$ cat src/rtl/page_xlate_pkg.sv
package page_xlate_pkg;
  localparam int ADDR_W = 16;
  localparam int PHYS_W = 18;
  localparam int SEG_W  = 4;
  localparam int PG_W   = 4;
  localparam int OFF_W  = ADDR_W - PG_W;
  localparam int BANK_W = 7;
  localparam int IDX_W  = 7;
  localparam int MAP_N  = 1 << IDX_W;

  localparam logic [ADDR_W-1:0] WIN_LO   = 16'h7C00;
  localparam logic [ADDR_W-1:0] WIN_HI   = 16'h7FFF;
  localparam logic [ADDR_W-1:0] PAGE_TOP = 16'hFC00;
  localparam logic [OFF_W-1:0]  SHD_LO   = 12'hC00;
  localparam logic [OFF_W-1:0]  BOOT_LO  = 12'hE00;
  localparam logic [BANK_W-1:0] SYS_BANK = 7'h3F;

  typedef enum logic [2:0] {
    TGT_STD    = 3'd0,
    TGT_EXT    = 3'd1,
    TGT_SHADOW = 3'd2,
    TGT_BOOT   = 3'd3,
    TGT_NULL   = 3'd4
  } tgt_e;

  typedef enum logic [1:0] {
    SEL_WOFS = 2'd0,
    SEL_SEG  = 2'd1,
    SEL_MAP  = 2'd2,
    SEL_NONE = 2'd3
  } cfg_sel_e;

  typedef struct packed {
    tgt_e              tgt;
    logic [PHYS_W-1:0] phys;
  } xres_t;
endpackage

$ cat src/rtl/page_xlate_regs.sv
module page_xlate_regs
  import page_xlate_pkg::*;
(
  input  logic              clk,
  input  logic              rst_n,
  input  logic              we,
  input  logic [1:0]        sel,
  input  logic [IDX_W-1:0]  idx,
  input  logic [7:0]        wdata,
  input  logic [IDX_W-1:0]  rd_idx,
  output logic [7:0]        win_ofs,
  output logic [SEG_W-1:0]  seg,
  output logic [BANK_W-1:0] rd_bank
);
  logic [BANK_W-1:0] map_q [MAP_N];

  always_ff @(posedge clk) begin
    if (!rst_n) begin
      win_ofs <= '0;
      seg     <= '0;
    end else if (we) begin
      if (cfg_sel_e'(sel) == SEL_WOFS) win_ofs <= wdata;
      if (cfg_sel_e'(sel) == SEL_SEG)  seg     <= wdata[SEG_W-1:0];
    end
  end

  // one flop group per entry; reset value maps each page onto itself
  for (genvar g = 0; g < MAP_N; g++) begin : g_entry
    localparam logic [BANK_W-1:0] RST_BANK = BANK_W'(8'h30 + (g % (1 << PG_W)));
    always_ff @(posedge clk) begin
      if (!rst_n)
        map_q[g] <= RST_BANK;
      else if (we && cfg_sel_e'(sel) == SEL_MAP && idx == IDX_W'(g))
        map_q[g] <= wdata[BANK_W-1:0];
    end
  end

  assign rd_bank = map_q[rd_idx];
endmodule

$ cat src/rtl/page_xlate_core.sv
module page_xlate_core
  import page_xlate_pkg::*;
#(
  parameter int EXT_PAGES = 2
) (
  input  logic [ADDR_W-1:0] addr,
  input  logic              win_en,
  input  logic              page_en,
  input  logic              ext_present,
  input  logic [7:0]        win_ofs,
  input  logic [BANK_W-1:0] bank,
  output xres_t             res
);
  localparam int EXT_LIM = (EXT_PAGES > 3) ? 3 : EXT_PAGES;

  logic [OFF_W-1:0]  off;
  logic [2:0]        major;
  logic [ADDR_W-1:0] win_sum;
  logic              in_win;

  assign off     = addr[OFF_W-1:0];
  assign major   = bank[BANK_W-1:4];
  assign win_sum = {win_ofs, 8'h00} + addr;
  assign in_win  = win_en && addr >= WIN_LO && addr <= WIN_HI;

  always_comb begin
    res.tgt  = TGT_STD;
    res.phys = PHYS_W'(addr);
    if (in_win) begin
      res.tgt  = TGT_EXT;
      res.phys = {2'b10, win_sum};
    end else if (page_en && addr < PAGE_TOP) begin
      if (major == 3'd3 && bank != SYS_BANK) begin
        res.phys = PHYS_W'({bank[3:0], off});
      end else if (bank == SYS_BANK) begin
        if (off >= SHD_LO && off < BOOT_LO) begin
          res.tgt  = TGT_SHADOW;
          res.phys = PHYS_W'(off - SHD_LO);
        end else if (off >= BOOT_LO) begin
          res.tgt  = TGT_BOOT;
          res.phys = PHYS_W'(off - BOOT_LO);
        end else begin
          res.phys = PHYS_W'({4'hF, off});
        end
      end else if (ext_present && int'(major) < EXT_LIM) begin
        res.tgt  = TGT_EXT;
        res.phys = {bank[5:0], off};
      end else begin
        res.tgt  = TGT_NULL;
        res.phys = '0;
      end
    end
  end
endmodule

$ cat src/rtl/page_xlate.sv
module page_xlate
  import page_xlate_pkg::*;
#(
  parameter int EXT_PAGES = 2
) (
  input  logic        clk,
  input  logic        rst_n,
  input  logic        cfg_we,
  input  logic [1:0]  cfg_sel,
  input  logic [6:0]  cfg_idx,
  input  logic [7:0]  cfg_wdata,
  input  logic        ext_present,
  input  logic        req_valid,
  output logic        req_ready,
  input  logic [15:0] req_addr,
  input  logic        req_win_en,
  input  logic        req_page_en,
  output logic        rsp_valid,
  input  logic        rsp_ready,
  output logic [2:0]  rsp_target,
  output logic [17:0] rsp_phys
);
  logic [7:0]        win_ofs;
  logic [SEG_W-1:0]  seg;
  logic [BANK_W-1:0] bank;
  logic [IDX_W-1:0]  map_idx;
  xres_t             res_d;
  xres_t             res_q;

  assign map_idx = IDX_W'({seg, req_addr[ADDR_W-1 -: PG_W]});

  page_xlate_regs u_regs (
    .clk     (clk),
    .rst_n   (rst_n),
    .we      (cfg_we),
    .sel     (cfg_sel),
    .idx     (cfg_idx),
    .wdata   (cfg_wdata),
    .rd_idx  (map_idx),
    .win_ofs (win_ofs),
    .seg     (seg),
    .rd_bank (bank)
  );

  page_xlate_core #(.EXT_PAGES(EXT_PAGES)) u_core (
    .addr        (req_addr),
    .win_en      (req_win_en),
    .page_en     (req_page_en),
    .ext_present (ext_present),
    .win_ofs     (win_ofs),
    .bank        (bank),
    .res         (res_d)
  );

  assign req_ready = !rsp_valid || rsp_ready;

  always_ff @(posedge clk) begin
    if (!rst_n) begin
      rsp_valid <= 1'b0;
      res_q     <= '{tgt: TGT_NULL, phys: '0};
    end else if (req_ready) begin
      rsp_valid <= req_valid;
      if (req_valid) res_q <= res_d;
    end
  end

  assign rsp_target = res_q.tgt;
  assign rsp_phys   = res_q.phys;
endmodule

$ cat config.mk
export PLATFORM = sky130hd
export DESIGN_NAME = page_xlate
export DESIGN_NICKNAME = d
export VERILOG_FILES = /design/src/rtl/page_xlate_pkg.sv /design/src/rtl/page_xlate_regs.sv /design/src/rtl/page_xlate_core.sv /design/src/rtl/page_xlate.sv
export SDC_FILE = /design/constraint.sdc
export NUM_CORES = 1
export LEC_CHECK = 0
export CAP_MARGIN = 20
export CORE_ASPECT_RATIO = 0.8
export CORE_UTILIZATION = 48
export CTS_BUF_LIST = sky130_fd_sc_hd__clkbuf_8
export CTS_CLUSTER_SIZE = 10
export DETAILED_ROUTE_END_ITERATION = 16
export HOLD_SLACK_MARGIN = 0.15
export PLACE_DENSITY_LB_ADDON = 0.1
export SLEW_MARGIN = 30
export SYNTH_ARGS = -nofsm -noshare
export SYNTH_HDL_FRONTEND = slang
export SYNTH_SLANG_ARGS = --single-unit
export TNS_END_PERCENT = 5
$ cat constraint.sdc
create_clock -name clk -period 4 [get_ports clk]
set_input_delay 0.6 -clock clk [delete_from_list [all_inputs] [get_ports clk]]
set_output_delay 0.6 -clock clk [all_outputs]
set_load 0.02 [all_outputs]
==> flow_summary.toml <==
[clock_network]
clockBufferDepth = 3
cts_num_sinks = 929
post_cts_buffers = 0
clk_latency_ns = 0.82
cts_made_buffers = 149
cts_tree = "done"
cts_resized = 0
clkTransAtPathRegs_ns = 0.06
h-tree-depth = 4
cts_root_buf = "clkbuf_8"
hold_buffers = 1

[place]
gp_congestion = 0.925
io_buffers = 63
placed_cells = 4507
dp_hpwl_mm = 92.7

[finish]
final_cell_count_no_fill = 4774
final_cell_mix = "896 x edfxtp_1, 343 x buf_4, 342 x nor3_1"
utilization_pct = 56.0
drive_gt1_share_pct = 22.2
syn2layout_area_growth_pct = 15.6
nNetsFinal = 3510
final_common_cell = "edfxtp_1"

[logic_synthesis]
ys_warn_count = 0
syn-cell-area_mm2 = 0.0433
yosysUniqueCellTypes = 63
synthesis.nets = 3286
avgSynthCellArea_um2 = 13.4
synthArstFlopShare_pct = 0
synth_edf_count = 896
ys_ff_latch = 929
postSynthCellCount = 3235
yosysSeqAreaShare_pct = 63.7
synthTopCellsByArea = "edfxtp_1 62%, mux4_2 8.8%, or3_1 4.5%"
synth_ff_type = "edfxtp_1"
yosysTopAreaCellShare_pct = 62.2
synth_largest_area_cell = "edfxtp_1"

[worst_setup_path]
critical_path_required_ns = 4.73
crit_top_cell = "buf_4"
worst-path-max-fanout = 10
reg2reg_depth = 11
slowest_stage = "dfxtp_1"
critPathCaptureType = "flop"
critical_path_arrival_ns = 4.35
critPathLaunchType = "flop"
slowest_delay_ns = 0.69
crit_chain = "nand2_1, or3_1, a32oi_1, nor3_1, a21oi_1, buf_4, nor3b_1, buf_4, and3_1, a221oi_2, a211oi_2"
worst-r2r-setup-slack_ns = 0.38
path_class = "reg2reg"

[routing]
initialDrtViolationCount = 4139
post-route-drc-count = 0
vias = 30715
viasPerCell = 6.43
routed_wl_mm = 141
routedWlPerCell_um = 29.5
first_pass_iters = 9
antenna_left = 0

[floorplan]
die_h_um = 271
io_pins = 64
coreArea_mm2 = 0.0893
dieWidth_um = 338
start_util_pct = 48.5
die_area_mm2 = 0.0914
rows = 98

[sta]
relSlewSlack_pct = 35.1
slew_violations = 0
worst_pin_slew_ns = 0.974
layout_min_cycle_time_ns = 3.62
fin_worst_skew_ns = 0.0246
max_clock_freq_mhz = 276
hold_violations = 0
setup_viol = 0
finalCritPeriodShare_pct = 90.6
rsz0062_at_grt = "false"

[global_route]
grt_use_total_pct = 31.1
grt_pass1_vias = 29753
grt_antenna_before_repair = 5
grt_overflow = 0
use_met2_pct = 44.5
grt-busiest-layer = "met1"
met3_usage_pct = 7.60
grt_pass1_wl_mm = 206
grt_max_degree = 90
grt_use_met1_pct = 46.7

[power_and_ir_drop]
ir_drop_uv = 257
power_density_mw_per_mm2 = 424
p_leak_nw = 16.3

[job]
max-cap-violations = 0

[hold_path]
hold_depth = 3
hp-class = "in2reg"

[status]
status = "completed"
## cell families after synthesis
| kind of cell | share of synthesized area, % |
|---|---|
| AND/OR/NAND/NOR | 14.7 |
| flip-flops | 63.7 |
| buffers and inverters | 4.21 |
| AO/OA/AOI/OAI | 5.18 |
| multiplexers | 11.7 |
| adder cells (fa/ha/maj) | 0.307 |
| XOR/XNOR | 0.162 |
## final timing paths
kind                       from      endpoint
setup / recovery  u_regs.seg[1]  rsp_phys[11]
hold / removal     req_addr[13]  rsp_phys[13]
setup reg to reg  u_regs.seg[1]  rsp_phys[11]
hold reg to reg     rsp_phys[2]   rsp_phys[2]
## routing by layer
layer  vias to the layer above  share of wire, %  routed length [um]
met3                       231                12               16800
li1                      12981                 -                   -
met2                      1899                44               61800
met4                         2               2.6                3660
met1                     15602                42               58500
met5                         -             0.011                  16
## state kept, by name (all words and copies together) (netlist names)
name / flops
u_regs.map_q: 896
rsp_phys: 18
u_regs.win_ofs: 8
rsp_target: 3
u_regs.seg: 3
rsp_valid: 1
## synthesized netlist by cell type, drive strengths merged (8+ instances only)
library cell	n
a21oi	49
a22o	8
a22oi	53
a31oi	21
buf	89
clkbuf	295
dfxtp	33
edfxtp	896
ha	9
mux2i	124
mux4	170
nand2	138
nand2b	35
nand3	233
nor2	134
nor2b	13
nor3	343
o21ai	142
o22ai	56
or2	9
or3	309
## where the power goes
part           internal [mW]  switching [mW]  total, mW
Combinational          0.853            1.36       2.22
Sequential              11.1           0.169       11.3
Clock                   3.79            3.90       7.69
Total                   15.8            5.43       21.2
## layout make-up
cell class,count,area [um2]
diodes,3,7.51
flip-flops and latches,929,27600
fillers,7384,39300
well taps,1200,1500
clock inverters,104,497
multi-input cells,1911,13900
clock buffers,159,2190
repair buffers,457,4240
inverters,11,53.8
## worst max-delay path: cells and delay by family (launching register included)
family | cells | cell delay (ns)
flip-flops | 1 | 0.69
AO/OA/AOI/OAI | 4 | 0.82
buffers and inverters | 2 | 0.38
AND/OR/NAND/NOR | 5 | 1.68
## per-stage QoR
stage	area [um2]	power, mW	hold slack [ns]	TNS (ns)	setup WS [ns]
5_1_grt	50000	21.8	0.342	0	0.308
3_3_place_gp	47300	13.6	0.461	-0.541	-0.0621
2_1_floorplan	43300	12.6	0.465	0	0.686
6_report	50000	21.2	0.338	0	0.378
4_1_cts	50000	21.3	0.265	0	0.546
3_5_place_dp	47300	13.7	0.464	-0.00117	-0.00117
(Power assumes the default switching activity.)
